--- config.mk ---
export PLATFORM = sky130hd
export DESIGN_NAME = fir_mac_cell
export DESIGN_NICKNAME = d
export VERILOG_FILES = /design/src/rtl/fir_mac_pkg.sv /design/src/rtl/fir_mac_coef_pipe.sv /design/src/rtl/fir_mac_mult.sv /design/src/rtl/fir_mac_accum.sv /design/src/rtl/fir_mac_cell.sv
export SDC_FILE = /design/constraint.sdc
export NUM_CORES = 1
export LEC_CHECK = 0
export CAP_MARGIN = 20
export CORE_AREA = 3 3 129 131
export DETAILED_ROUTE_END_ITERATION = 8
export DIE_AREA = 0 0 132 134
export DONT_BUFFER_PORTS = 1
export REMOVE_ABC_BUFFERS = 1
export SYNTH_ARGS = -nofsm -noshare
export SYNTH_HDL_FRONTEND = slang
export SYNTH_HIERARCHICAL = 1
export SYNTH_SLANG_ARGS = --single-unit
--- constraint.sdc ---
create_clock -name clk -period 7.9 [get_ports clk]
set_input_delay 1.58 -clock clk [delete_from_list [all_inputs] [get_ports clk]]
set_output_delay 1.58 -clock clk [all_outputs]
set_load 0.01 [all_outputs]
--- src/rtl/fir_mac_pkg.sv ---
package fir_mac_pkg;

  // Cascade-path delay selection; the value is the count of extra stages.
  typedef enum logic [1:0] {
    DLY_NONE  = 2'd0,
    DLY_ONE   = 2'd1,
    DLY_TWO   = 2'd2,
    DLY_THREE = 2'd3
  } dly_mode_e;

  // Operand interpretation pair handed to the multiplier.
  typedef struct packed {
    logic coef_signed;
    logic data_signed;
  } opnd_fmt_t;

  localparam int DEF_COEF_W = 8;
  localparam int DEF_DATA_W = 8;
  localparam int DEF_ACC_W  = 26;
  localparam int DEF_DLY_N  = 3;

endpackage

--- src/rtl/fir_mac_coef_pipe.sv ---
module fir_mac_coef_pipe #(
  parameter  int W      = 8,
  parameter  int DEPTH  = 3,
  localparam int SEL_W  = $clog2(DEPTH + 1)
) (
  input  logic             clk,
  input  logic             flush,
  input  logic             load,
  input  logic [W-1:0]     d,
  input  logic [SEL_W-1:0] tap,
  output logic [W-1:0]     head,
  output logic [W-1:0]     q
);

  // stage[0] is the coefficient register, stage[1..DEPTH] the delay line.
  logic [W-1:0] stage [0:DEPTH];

  for (genvar i = 0; i <= DEPTH; i++) begin : g_stage
    if (i == 0) begin : g_head
      always_ff @(posedge clk) begin
        if (flush)     stage[i] <= '0;
        else if (load) stage[i] <= d;
      end
    end else begin : g_tail
      always_ff @(posedge clk) begin
        if (flush)     stage[i] <= '0;
        else if (load) stage[i] <= stage[i-1];
      end
    end
  end

  assign head = stage[0];

  always_comb begin
    if (32'(tap) > DEPTH) q = stage[DEPTH];
    else                  q = stage[tap];
  end

  // a frozen load keeps the whole line unchanged
  assert_line_freeze_R6: assert property (@(posedge clk) disable iff (flush)
    !load |=> ($stable(stage[0]) && $stable(stage[DEPTH])));

endmodule

--- src/rtl/fir_mac_mult.sv ---
module fir_mac_mult
  import fir_mac_pkg::*;
#(
  parameter  int CW = 8,
  parameter  int DW = 8,
  parameter  int OW = 26,
  localparam int PW = CW + DW + 2
) (
  input  logic [CW-1:0] coef,
  input  logic [DW-1:0] data,
  input  opnd_fmt_t     fmt,
  output logic [OW-1:0] prod
);

  logic signed [CW:0]   coef_x;
  logic signed [DW:0]   data_x;
  logic signed [PW-1:0] full;

  // One extra bit per operand turns either reading into a signed value.
  assign coef_x = {fmt.coef_signed & coef[CW-1], coef};
  assign data_x = {fmt.data_signed & data[DW-1], data};
  assign full   = PW'(coef_x) * PW'(data_x);

  if (OW > PW) begin : g_ext
    assign prod = {{(OW-PW){full[PW-1]}}, full};
  end else begin : g_trim
    assign prod = full[OW-1:0];
  end

endmodule

--- src/rtl/fir_mac_accum.sv ---
module fir_mac_accum #(
  parameter int W = 26
) (
  input  logic         clk,
  input  logic         clr,
  input  logic [W-1:0] addend,
  output logic [W-1:0] sum
);

  // Deliberately no reset: only the clear input zeroes the sum.
  always_ff @(posedge clk) begin
    if (clr) sum <= '0;
    else     sum <= sum + addend;
  end

endmodule

--- src/rtl/fir_mac_cell.sv ---
module fir_mac_cell
  import fir_mac_pkg::*;
#(
  parameter  int COEF_W = DEF_COEF_W,
  parameter  int DATA_W = DEF_DATA_W,
  parameter  int ACC_W  = DEF_ACC_W,
  parameter  int DLY_N  = DEF_DLY_N,
  localparam int MODE_W = $clog2(DLY_N + 1)
) (
  input  logic              clk,
  input  logic              rst,
  input  logic [COEF_W-1:0] coef_in,
  input  logic              coef_load,
  input  logic [DATA_W-1:0] data_in,
  input  logic              data_load,
  input  logic [MODE_W-1:0] dec_mode,
  input  logic              coef_is_signed,
  input  logic              data_is_signed,
  input  logic              acc_clear,
  output logic [COEF_W-1:0] coef_out,
  output logic [ACC_W-1:0]  acc_out
);

  logic              rst_q;
  logic [MODE_W-1:0] mode_q;
  logic [DATA_W-1:0] data_q;
  logic [COEF_W-1:0] coef_q;
  logic [ACC_W-1:0]  product;
  opnd_fmt_t         fmt;

  // Reset is registered and acts one clock after it is sampled.
  always_ff @(posedge clk) rst_q <= rst;

  always_ff @(posedge clk) begin
    if (rst_q) begin
      mode_q <= '0;
      data_q <= '0;
    end else begin
      mode_q <= dec_mode;
      if (data_load) data_q <= data_in;
    end
  end

  fir_mac_coef_pipe #(
    .W     (COEF_W),
    .DEPTH (DLY_N)
  ) u_pipe (
    .clk   (clk),
    .flush (rst_q),
    .load  (coef_load),
    .d     (coef_in),
    .tap   (mode_q),
    .head  (coef_q),
    .q     (coef_out)
  );

  assign fmt.coef_signed = coef_is_signed;
  assign fmt.data_signed = data_is_signed;

  fir_mac_mult #(
    .CW (COEF_W),
    .DW (DATA_W),
    .OW (ACC_W)
  ) u_mult (
    .coef (coef_q),
    .data (data_q),
    .fmt  (fmt),
    .prod (product)
  );

  fir_mac_accum #(
    .W (ACC_W)
  ) u_acc (
    .clk    (clk),
    .clr    (acc_clear),
    .addend (product),
    .sum    (acc_out)
  );

  // the sum steps by the multiplier result when not cleared
  assert_sum_step_R1: assert property (@(posedge clk) disable iff (rst)
    !acc_clear |=> (acc_out == $past(acc_out) + $past(product)));

  // a clear leaves exactly zero
  assert_clear_zero_R2: assert property (@(posedge clk) disable iff (rst)
    acc_clear |=> (acc_out == '0));

  // without delay stages the cascade shows the last loaded coefficient
  assert_direct_tap_R3: assert property (@(posedge clk) disable iff (rst)
    (!rst_q && coef_load && mode_q == '0 && dec_mode == '0)
      |=> (coef_out == $past(coef_in)));

  // the mode takes effect one clock after being applied
  assert_mode_lag_R5: assert property (@(posedge clk) disable iff (rst)
    !rst_q |=> (mode_q == $past(dec_mode)));

  // data register holds while its load is low
  assert_data_hold_R7: assert property (@(posedge clk) disable iff (rst)
    (!rst_q && !data_load) |=> $stable(data_q));

  // the delayed reset empties the cascade and data paths
  assert_late_reset_R9: assert property (@(posedge clk) disable iff (rst)
    rst_q |=> (coef_out == '0 && data_q == '0));

endmodule

# Yosys cells after proc, flatten, opt, wreduce, memory -nomap -nowiden
# Memory sizes are Yosys's and may differ from the RTL's. A register that Yosys moved wholly into a read port is not among the register bits.
# Cells that the tools add are included.
word_totals:
  input_bits: 25
  mem_count: 1
  ram_bits: 32
  reg_bits: 35
  elab_cells: 22
mem_list:
  columns: ["memory", "depth", "width", "read_ports", "rd_clocked_by_memory_dff", "write_ports", "line", "text"]
  rows:
  - ["u_pipe.stage", 4, 8, 4, 1, 4, "fir_mac_coef_pipe.sv:16", "logic [W-1:0] stage [0:DEPTH];"]
classes:
  n_bitwise: 6
  n_mul: 1
  n_addsub: 1
  mux: 10
op_table:
  columns: ["operator", "count"]
  rows:
  - ["8-bit two-way mux", 4]
  - ["26-bit adder", 1]
  - ["9-bit by 9-bit multiplier with 18-bit output", 1]
  - ["1-bit two-way mux", 5]
  - ["1-bit OR", 4]
  - ["1-bit AND", 2]
  - ["2-bit two-way mux", 1]

# Logic depth before layout (Yosys ltp)
# Gate-level depths: netlist (run 1).
depth:
  depth_word: 4
  depth_mapped: 28

# Cells and area by module
# The synthesis (run 1) kept the hierarchy.
by_module_without_submodules:
  columns: ["module", "seq_area_each_um2", "cells_each", "area_per_inst_um2", "n_inst"]
  rows:
  - ["fir_mac_mult", 0.0, 366, 3193.1, 1]
  - ["fir_mac_accum", 520.5, 241, 1969.4, 1]
  - ["fir_mac_coef_pipe", 960.9, 81, 1466.4, 1]
  - ["fir_mac_cell", 220.2, 31, 359.1, 1]

# Least setup slack after synthesis (run 1)
# Ideal clock, no wire load.
synth_path:
  kind: "input-to-reg"
  from: "in coef_is_signed"
  to: "reg u_acc.sum[23]"
  path_slack_ns: 0.059
  t_arrival_ns: 7.718
  cell_stages: 24
  path_cell_list: "and2_1 > clkbuf_1 > nand2_1 > fa_1 > inv_1 > fa_1 > fa_1 > inv_1 > fa_1 > inv_1 > ha_1 > ha_1 > a2111o_1 > o211ai_2 > a31oi_1 > xnor2_1 > ha_1 > o21a_1 > a21bo_2 > a21oi_1 > o21ai_0 > nand2b_1 > a221oi_2 > mux2_1"
synth_via:
  elab_chain_cells: 3
synth_rtl:
  columns: ["item", "line", "text"]
  rows:
  - ["from (decl)", "fir_mac_cell.sv:17", "input logic coef_is_signed,"]
  - ["1-bit AND", "fir_mac_mult.sv:20", "assign coef_x = {fmt.coef_signed & coef[CW-1], coef};"]
  - ["9-bit by 9-bit multiplier with 18-bit output", "fir_mac_mult.sv:22", "assign full = PW'(coef_x) * PW'(data_x);"]
  - ["via product[17]", "fir_mac_cell.sv:28", "logic [ACC_W-1:0] product;"]
  - ["26-bit adder", "fir_mac_accum.sv:13", "else sum <= sum + addend;"]
  - ["to (signal assigned)", "fir_mac_accum.sv:13", null]
  - ["to (decl)", "fir_mac_accum.sv:7", "output logic [W-1:0] sum"]
# The timed path passes the listed nets, and every way through them passes these cells.
# A chain may end at the register's enable or synchronous reset.

# Worst setup path in the final report (run 1)
# Ends and elaborated chain as after synthesis.

==> metrics.cfg, run 1 <==
[min_path]
min_from=u_pipe/stage[2][7]$_SDFFCE_PN0P_
hold_depth=1
min_path_type=register to register

[clock_tree]
clkSinkCount=69
clock_latency_ns=0.35
path_clk_slew_ns=0.06
post-cts-setup-buffer-count=0
root_buffer=clkbuf_16
htreeDepth=3
clock_path_buffers=2
post_cts_resized=0
hold_buffers=0
cts_tree=yes
cts-buffers-inserted=9

[die]
rows=46
die-width_um=132
dieHeight_um=134
die_area_um2=17700
initial_core_util_pct=44.5
io_pins=59
core_um2=15700

[sta]
layout_min_cycle_time_ns=7.47
slew_headroom_pct=49.8
hold_viol=0
finalCritPeriodShare_pct=94.5
finalSetupViolCount=0
maxSlewViolCount=0
worst_pin_slew_ns=0.752
finClkSkew_ns=0.0132
max_freq_mhz=134
setup_slack_ns=0.431
rsz0062_at_grt=no
fin_setup_tns_ns=0

[place]
io_buffer_count=0
gp_congestion=0.879
pre_cts_slack_ns=0.135
hpwl_mm=11.0

[setup_path]
reg2reg_depth=23
crit_path_top_delay_cell=fa_1
crit_path_end_kind=register
crit_required_ns=8.13
worstSetupStartpoint=coef_is_signed
path_class=input port to register
cp_cell_sequence=and2_1 -> nand2_1 -> fa_1 -> inv_1 -> fa_1 -> fa_1 -> inv_1 -> fa_1 -> inv_1 -> ha_1 -> ha_1 -> a2111o_1 -> o211ai_2 -> a31oi_1 -> xnor2_1 -> ha_1 -> o21a_1 -> a21bo_2 -> a21oi_1 -> o21ai_0 -> nand2b_1 -> a221oi_2 -> mux2_1
cp_num_cells=23
r2r_start=u_pipe/stage[0][7]$_SDFFCE_PN0P_
r2r_slack_ns=0.93
path_buf_inv=3
cp_common_cell=fa_1
arrival_ns=7.70
startpoint_type=input port
critPathMaxStageDelay_ns=0.57
path_max_fanout=7
crit_family=adder cells

[yosys]
synth-edff-count=32
async_flop_share_pct=0
yosys_warnings=6
ys_ff_latch=69
synthFlopType=dfxtp_1
syn_area_um2=6990
netlist_instances=719
yosysSeqAreaShare_pct=24.4
synth_cell_type_count=58
syn_avg_cell_area_um2=9.72

[pwr]
p_clk_share_pct=26.9
switching_share_pct=38.5
p_int_uw=887
power.share.combinational_pct=37.3
leakagePower_nw=3.66
pwr_density_cell_nw_per_um2=195
irDropWorstVdd_v=0.000171
switching_power_uw=556
pwr-share-seq_pct=35.8

[cells_and_area]
final_core_util_pct=47.1
antennaDiodeCount=0
drive_gt1_share_pct=7.52
layout.nets=859
syn_to_final_growth_pct=5.87
final_cell_mix=104 x inv_1, 71 x fa_1, 69 x nand2_1
fillers=1450
layout_commonest_cell=inv_1

[drt]
ant_nets=0
wl_per_cell_um=15.2
drt_wl_total_mm=14.0
vias=4768
dr.pass1.iters=5
drc=0
drt-initial-drc-count=251
viasPerCell=5.18

[run]
max-cap-violations=0

[global_route]
overflow=0
grt_max_degree=44
track_usage_pct=16.7
grt_pass1_vias=5045
grt_pass1_wl_mm=24.1
antenna_found_initial=0

[status]
status=finished clean

[metrics by stage]
stage	power [mW]	hold WS [ns]	instance area [µm²]	cells
6_report	1.44	0.584	7400	921
5_1_grt	1.56	0.618	7400	921
4_1_cts	1.46	0.586	7400	921
3_5_place_dp	1.06	0.573	7120	905
3_3_place_gp	1.05	0.560	7120	905
2_1_floorplan	0.935	0.551	6810	684
[cell families after synthesis]
group	share of synthesized area, %
buffers and inverters	8.16
adder cells (fa/ha/maj)	31.6
flip-flops	24.4
XOR/XNOR	4.76
AND/OR/NAND/NOR	16.3
multiplexers	4.21
AO/OA/AOI/OAI	10.6
[power by group through the flow]
stage / logic [mW] / clock network (mW) / registers, mW
after global routing: 0.610 / 0.418 / 0.528
final: 0.538 / 0.388 / 0.516
after CTS: 0.538 / 0.400 / 0.519
after floorplan: 0.432 / 0 / 0.502
after detailed placement: 0.530 / 0 / 0.527
after global placement: 0.521 / 0 / 0.525
[per-layer routing]
layer  global-route usage, %  up-vias  wire, µm  part of all wire [%]
li1                        -     2331         -                     -
met1                    21.5     2326      6270                    45
met2                    26.8       92      6610                    47
met3                    5.03       19       828                   5.9
met4                    5.66        0       268                   1.9
met5                       0        -         0                     0
[flip-flops by register name, summed over array words and instances (netlist names)]
name,flops
u_pipe/stage,32
data_q,8
rst_q,1
mode_q,2
u_acc/sum,26
[worst reg2reg max path: stages (launching register included)]
cell	delay (ns)
edfxtp_1	0.64
and2_1	0.32
nand2_1	0.16
fa_1	0.57
inv_1	0.12
fa_1	0.51
fa_1	0.50
inv_1	0.06
fa_1	0.53
inv_1	0.04
ha_1	0.28
ha_1	0.38
a2111o_1	0.43
o211ai_2	0.20
a31oi_1	0.13
xnor2_1	0.29
ha_1	0.35
o21a_1	0.23
a21bo_2	0.20
a21oi_1	0.05
o21ai_0	0.15
nand2b_1	0.09
a221oi_2	0.28
mux2_1	0.34
[cells in the mapped netlist, types with 14 or more instances]
cell      instances  area share [%]
a21o_1           14             1.5
a21oi_1          27             1.9
and2_1           29             2.6
and3b_1          32             4.0
clkbuf_1         20             1.1
dfxtp_1          37              11
edfxtp_1         32              14
fa_1             71              20
ha_1             63              11
inv_1           104             5.6
nand2_1          69             3.7
nor2_1           50             2.7
o21ai_0          16             1.1
xnor2_1          26             3.3
[final cells by class]
class	count	area (µm²)	area share, %
Clock buffer	10	239	3.23
Clock inverter	6	43.8	0.592
Inverter	104	390	5.28
Multi-Input combinational cell	511	4720	63.7
Sequential cell	69	1700	23.0
Tap cell	216	270	3.65
Timing Repair Buffer	5	37.5	0.507
[path summary, 6_finish.rpt]
kind,to
setup / recovery,u_acc/sum[23]$_SDFF_PP0_
hold / removal,u_pipe/stage[3][7]$_SDFFCE_PN0P_
setup reg to reg,u_acc/sum[23]$_SDFF_PP0_
hold reg to reg,u_pipe/stage[3][7]$_SDFFCE_PN0P_
Power figures use the tool's default switching activity.
==> run 2, diff against run 1 <==
- ABC_AREA: not set -> 1
- CORE_AREA: 3 3 129 131 -> 3 3 136 138
- DIE_AREA: 0 0 132 134 -> 0 0 139 141
==> run 2 against run 1 <==
  * Routed wire length grew 20%
  * Worst hold slack lost 0.081 ns
  * Total power grew 13%
  * Synthesized cell count grew 55%
  * Clock power grew 7.5%
  * Highest routed layer unchanged
  * Critical endpoint is now u_acc/sum[21]$_SDFF_PP0_
  * Largest power group unchanged
  * Clock skew shrank 0.0071 ns
  * Critical path type unchanged
  * Utilization grew 0.43 points
  * Design area grew 11%
  * Sequential power grew 0.8%
  * Die area grew 11%
==> metrics.cfg, run 2 <==
[cells_and_area]
syn_to_final_growth_pct=5.17
fillers=1791
layout_commonest_cell=nand2_1
antennaDiodeCount=0
largest_reg_flops=32
final_cells=1325
final_cell_mix=310 x nand2_1, 273 x inv_1, 127 x nor2_1
seq_area_um2=1700
regMostFlops=u_pipe/stage
multi_input_area_um2=4850
top_regs=u_pipe/stage (32), u_acc/sum (26), data_q (8)
layout.nets=1254
drive_gt1_share_pct=5.82
final_core_util_pct=47.5

[pwr]
power.share.combinational_pct=42.3
total_power_mw=1.62
switching_share_pct=42.8
irDropWorstVdd_v=0.000153
leakagePower_nw=4.70
pwr-share-seq_pct=32.1
pwr_density_cell_nw_per_um2=197
p_int_uw=929
p_clk_share_pct=25.7
switching_power_uw=694

[place]
io_buffer_count=0
hpwl_mm=13.6
dp.cells=1308
gp_congestion=0.924

[drt]
dr.pass1.iters=5
viasPerCell=4.65
vias=6164
drc=0
drt-initial-drc-count=295
drt_wl_total_mm=16.8
ant_nets=0
wl_per_cell_um=12.7

[clock_tree]
root_buffer=clkbuf_16
cts-buffers-inserted=9
post_cts_resized=0
cts_tree=yes
clkSinkCount=69
post-cts-setup-buffer-count=0
clock_latency_ns=0.34
path_clk_slew_ns=0.06
hold_buffers=0
htreeDepth=3
clock_path_buffers=2

[sta]
maxSlewViolCount=0
hold_viol=0
worst_pin_slew_ns=0.751
slew_headroom_pct=49.9
finClkSkew_ns=0.00612
fin_setup_tns_ns=0
rsz0062_at_grt=no
finalCritPeriodShare_pct=89.8
finalSetupViolCount=0
layout_min_cycle_time_ns=7.09
max_freq_mhz=141
fin_hold_ws_ns=0.503

[global_route]
antenna_found_initial=0
gr-usage-met2_pct=30.8
grt_pass1_wl_mm=29.2
grt_pass1_vias=6115
overflow=0
grt.met3_usage_pct=4.27
met1_usage_pct=23.5
grt_max_degree=33
track_usage_pct=18.2
top_usage_layer=met2

[setup_path]
arrival_ns=7.33
path_max_fanout=9
crit_path_end_kind=register
path_class=input port to register
r2r_slack_ns=1.35
critPathMaxStageDelay_ns=0.55
r2r_start=u_pipe/stage[0][7]$_SDFFCE_PN0P_
crit_path_top_delay_cell=fa_1
reg2reg_to=u_acc/sum[21]$_SDFF_PP0_
cp_common_cell=nand2_1
worstSetupStartpoint=coef_is_signed
endpoint=u_acc/sum[21]$_SDFF_PP0_
startpoint_type=input port
crit_required_ns=8.14
reg2reg_depth=32

[status]
status=finished clean

[yosys]
synth-simple-area-share_pct=28.3
ys_ff_latch=69
synth_top_area_share_pct=18.2
synth_cell_type_count=37
yosysSeqAreaShare_pct=21.8
yosysMostFrequentCell=nand2_1
synth_top_family_by_area=simple AND/OR/NAND/NOR gates
synth_area_leader_cell=fa_1
synthFlopType=dfxtp_1
synth-adder-area-share_pct=28.3
async_flop_share_pct=0
syn_avg_cell_area_um2=6.99
synth.area.mux_share_pct=0
synthTopCellsByArea=fa_1 18%, nand2_1 15%, inv_1 13%
netlist_instances=1118
syn_area_um2=7810
synth_xor_area_share_pct=1.01
synthTopCellsByCount=310 x nand2_1, 273 x inv_1, 127 x nor2_1, 71 x fa_1, 63 x ha_1
synth-edff-count=32
synth_compound_area_share_pct=4.47
yosys_warnings=6

[die]
initial_core_util_pct=45.2
die-width_um=139
die_area_um2=19600
io_pins=59
rows=48
core_um2=17300
dieHeight_um=141

[min_path]
min_path_type=register to register

[run]
max-cap-violations=0

## run 2: how the worst min path moves through the flow
stage | from | endpoint | slack, ns | cells after the start
after floorplan | rst_q$_DFF_P_ | mode_q[0]$_SDFF_PP0_ | 0.44 | 1
after global placement | rst_q$_DFF_P_ | mode_q[0]$_SDFF_PP0_ | 0.48 | 1
after detailed placement | rst_q$_DFF_P_ | mode_q[1]$_SDFF_PP0_ | 0.49 | 1
after CTS | rst_q$_DFF_P_ | mode_q[0]$_SDFF_PP0_ | 0.52 | 1
after global routing | rst_q$_DFF_P_ | mode_q[1]$_SDFF_PP0_ | 0.55 | 1
final | rst_q$_DFF_P_ | mode_q[0]$_SDFF_PP0_ | 0.50 | 1
## run 2: power groups by stage
stage,Combinational (mW),Clock (mW),Sequential [mW]
finish,0.686,0.417,0.520
global route,0.804,0.446,0.532
CTS,0.689,0.434,0.525
detailed placement,0.684,0,0.532
global placement,0.681,0,0.533
floorplan,0.543,0,0.503
## run 2: area by class of cell
type / count / area share, %
timing repair buffer: 1 / 0.335
tap: 225 / 3.43
clock buffer: 10 / 2.91
clock inverter: 6 / 0.853
sequential: 69 / 20.7
inverter: 278 / 12.8
multi-input combinational: 736 / 59.0
## run 2: kinds of logic (layout without fill, tap and decap cells)
group,Yosys count,count (layout)
and+or+nand+nor,529,529
buffers and inverters,313,295
xor gates and xnor gates,9,9
DFF,69,69
adders and majority gates,134,134
AOI/OAI and AO/OA,64,64
## run 2: worst max-delay path, delay by kind of cell
kind,cells,cell delay (ns)
adders and majority gates,7,3.30
buffers and inverters,7,0.53
and+or+nand+nor,18,1.91
## run 2: through the flow
stage | setup WS (ns) | area [µm²]
after detailed placement | 0.488 | 7880
after CTS | 0.832 | 8190
after global placement | 0.544 | 7880
after global routing | 0.279 | 8220
final | 0.805 | 8220
after floorplan | 1.04 | 7600
## run 2: metal layers
metal | routed length (µm) | part of all wire [%] | vias to the layer above
met5 | 0 | 0 | -
li1 | - | - | 3255
met2 | 7910 | 47 | 88
met1 | 7870 | 47 | 2800
met4 | 282 | 1.7 | 0
met3 | 738 | 4.4 | 21
==> run 3, diff against run 2 <==
- ABC_CLOCK_PERIOD_IN_PS: not set -> 7900
- REMOVE_ABC_BUFFERS: 1 -> not set
==> run 3 against run 2 <==
  * Sequential share of layout area about the same
  * Die area stayed put
  * Total power decreased by 0.66%
  * Design area fell by 0.21%
  * Flip-flop and latch count is the same
  * Worst hold slack got worse by 0.0013 ns
  * Register-to-register slack improved by 0.07 ns
  * Non-clock buffer count increased by 1
  * Largest power group unchanged
  * Highest routed layer unchanged
==> metrics.cfg, run 3 (same netlist as run 2, synthesis figures left out) <==
[status]
status=finished clean

[cells_and_area]
final_cells=1326
regMostFlops=u_pipe/stage
layout.nets=1255
fillers=1782
final_cell_mix=310 x nand2_1, 273 x inv_1, 127 x nor2_1
largest_reg_flops=32
top_regs=u_pipe/stage (32), u_acc/sum (26), data_q (8)
layout_commonest_cell=nand2_1
antennaDiodeCount=0
drive_gt1_share_pct=5.63
syn_to_final_growth_pct=4.95

[setup_path]
arrival_ns=7.33
path_class=input port to register
startpoint_type=input port
cp_common_cell=nand2_1
critPathMaxStageDelay_ns=0.55
crit_required_ns=8.14
r2r_start=data_q[7]$_SDFFE_PP0P_
path_max_fanout=9
reg2reg_depth=27
crit_path_top_delay_cell=fa_1
crit_path_end_kind=register
r2r_slack_ns=1.42
reg2reg_to=u_acc/sum[23]$_SDFF_PP0_

[die]
core_um2=17300
rows=48
initial_core_util_pct=45.2
dieHeight_um=141
die-width_um=139
io_pins=59
die_area_um2=19600

[drt]
drc=0
drt_wl_total_mm=17.1
vias=6203
drt-initial-drc-count=325
ant_nets=0
wl_per_cell_um=12.9
viasPerCell=4.68
dr.pass1.iters=5

[sta]
hold_viol=0
finalCritPeriodShare_pct=89.8
max_freq_mhz=141
worst_pin_slew_ns=0.760
slew_headroom_pct=49.3
finClkSkew_ns=0.0118
fin_setup_tns_ns=0
maxSlewViolCount=0
rsz0062_at_grt=no
layout_min_cycle_time_ns=7.09
finalSetupViolCount=0

[global_route]
grt_max_degree=33
antenna_found_initial=0
grt_pass1_vias=6006
overflow=0
grt_pass1_wl_mm=29.4
track_usage_pct=18.4

[clock_tree]
root_buffer=clkbuf_16
clock_path_buffers=2
post_cts_resized=0
clock_latency_ns=0.35
cts-buffers-inserted=9
hold_buffers=0
htreeDepth=3
post-cts-setup-buffer-count=0
clkSinkCount=69
path_clk_slew_ns=0.06
cts_tree=yes

[min_path]
hold_depth=1
min_from=rst_q$_DFF_P_
min_path_type=register to register
min_to=mode_q[1]$_SDFF_PP0_

[pwr]
switching_share_pct=43.1
p_clk_share_pct=25.0
irDropWorstVdd_v=0.000109
power.share.combinational_pct=42.6
pwr_density_cell_nw_per_um2=197
switching_power_uw=695
pwr-share-seq_pct=32.4
leakagePower_nw=4.70
p_int_uw=917

[place]
dp.cells=1309
gp_congestion=0.895
hpwl_mm=13.8
io_buffer_count=0

[run]
max-cap-violations=0

[yosys]
syn-num-nets=1277

==> run 3: stage by stage <==
step	area [µm²]	worst slack [ns]	power (mW)	hold WS, ns	util, %
6_report	8200	0.809	1.61	0.501	47.4
5_1_grt	8200	0.405	1.76	0.526	47.4
3_3_place_gp	7890	0.529	1.21	0.483	45.6
3_5_place_dp	7890	0.501	1.22	0.493	45.6
4_1_cts	8170	0.840	1.64	0.508	47.3
2_1_floorplan	7810	0.985	1.06	0.443	-
==> run 3: how the worst max path moves through the flow <==
stage | startpoint | cells past startpoint | end
after floorplan | coef_is_signed | 33 | u_acc/sum[21]$_SDFF_PP0_
after global placement | coef_is_signed | 32 | u_acc/sum[19]$_SDFF_PP0_
after detailed placement | coef_is_signed | 32 | u_acc/sum[19]$_SDFF_PP0_
after CTS | coef_is_signed | 32 | u_acc/sum[23]$_SDFF_PP0_
after global routing | coef_is_signed | 30 | u_acc/sum[19]$_SDFF_PP0_
final | coef_is_signed | 32 | u_acc/sum[23]$_SDFF_PP0_
==> run 3: metal layers <==
layer | vias up | GRT usage (%) | part of all wire [%]
met3 | 14 | 4.07 | 5.2
met2 | 118 | 29.6 | 46
li1 | 3251 | - | -
met1 | 2820 | 25.3 | 48
met4 | 0 | 4.69 | 1.2
met5 | - | 0 | 0
==> run 3: worst max-delay path, delay by kind of cell <==
| family | cells | cell delay, ns |
|---|---|---|
| fa+ha+maj | 7 | 3.28 |
| simple gates | 18 | 1.93 |
| buf+inv | 7 | 0.52 |
==> run 3: cell type report <==
type | count | area (µm²) | share of cell area, %
tap | 225 | 282 | 3.43
timing repair buffer | 2 | 35.0 | 0.427
inverter | 278 | 1050 | 12.8
clock inverter | 5 | 51.3 | 0.626
clock buffer | 11 | 233 | 2.84
sequential | 69 | 1700 | 20.8
multi-input combinational | 736 | 4850 | 59.1
==> run 3: power by group through the flow <==
stage | Clock (mW) | Sequential, mW | Combinational [mW]
finish | 0.403 | 0.522 | 0.687
global route | 0.430 | 0.533 | 0.794
CTS | 0.419 | 0.526 | 0.690
detailed placement | 0 | 0.533 | 0.684
global placement | 0 | 0.534 | 0.681
floorplan | 0 | 0.493 | 0.571
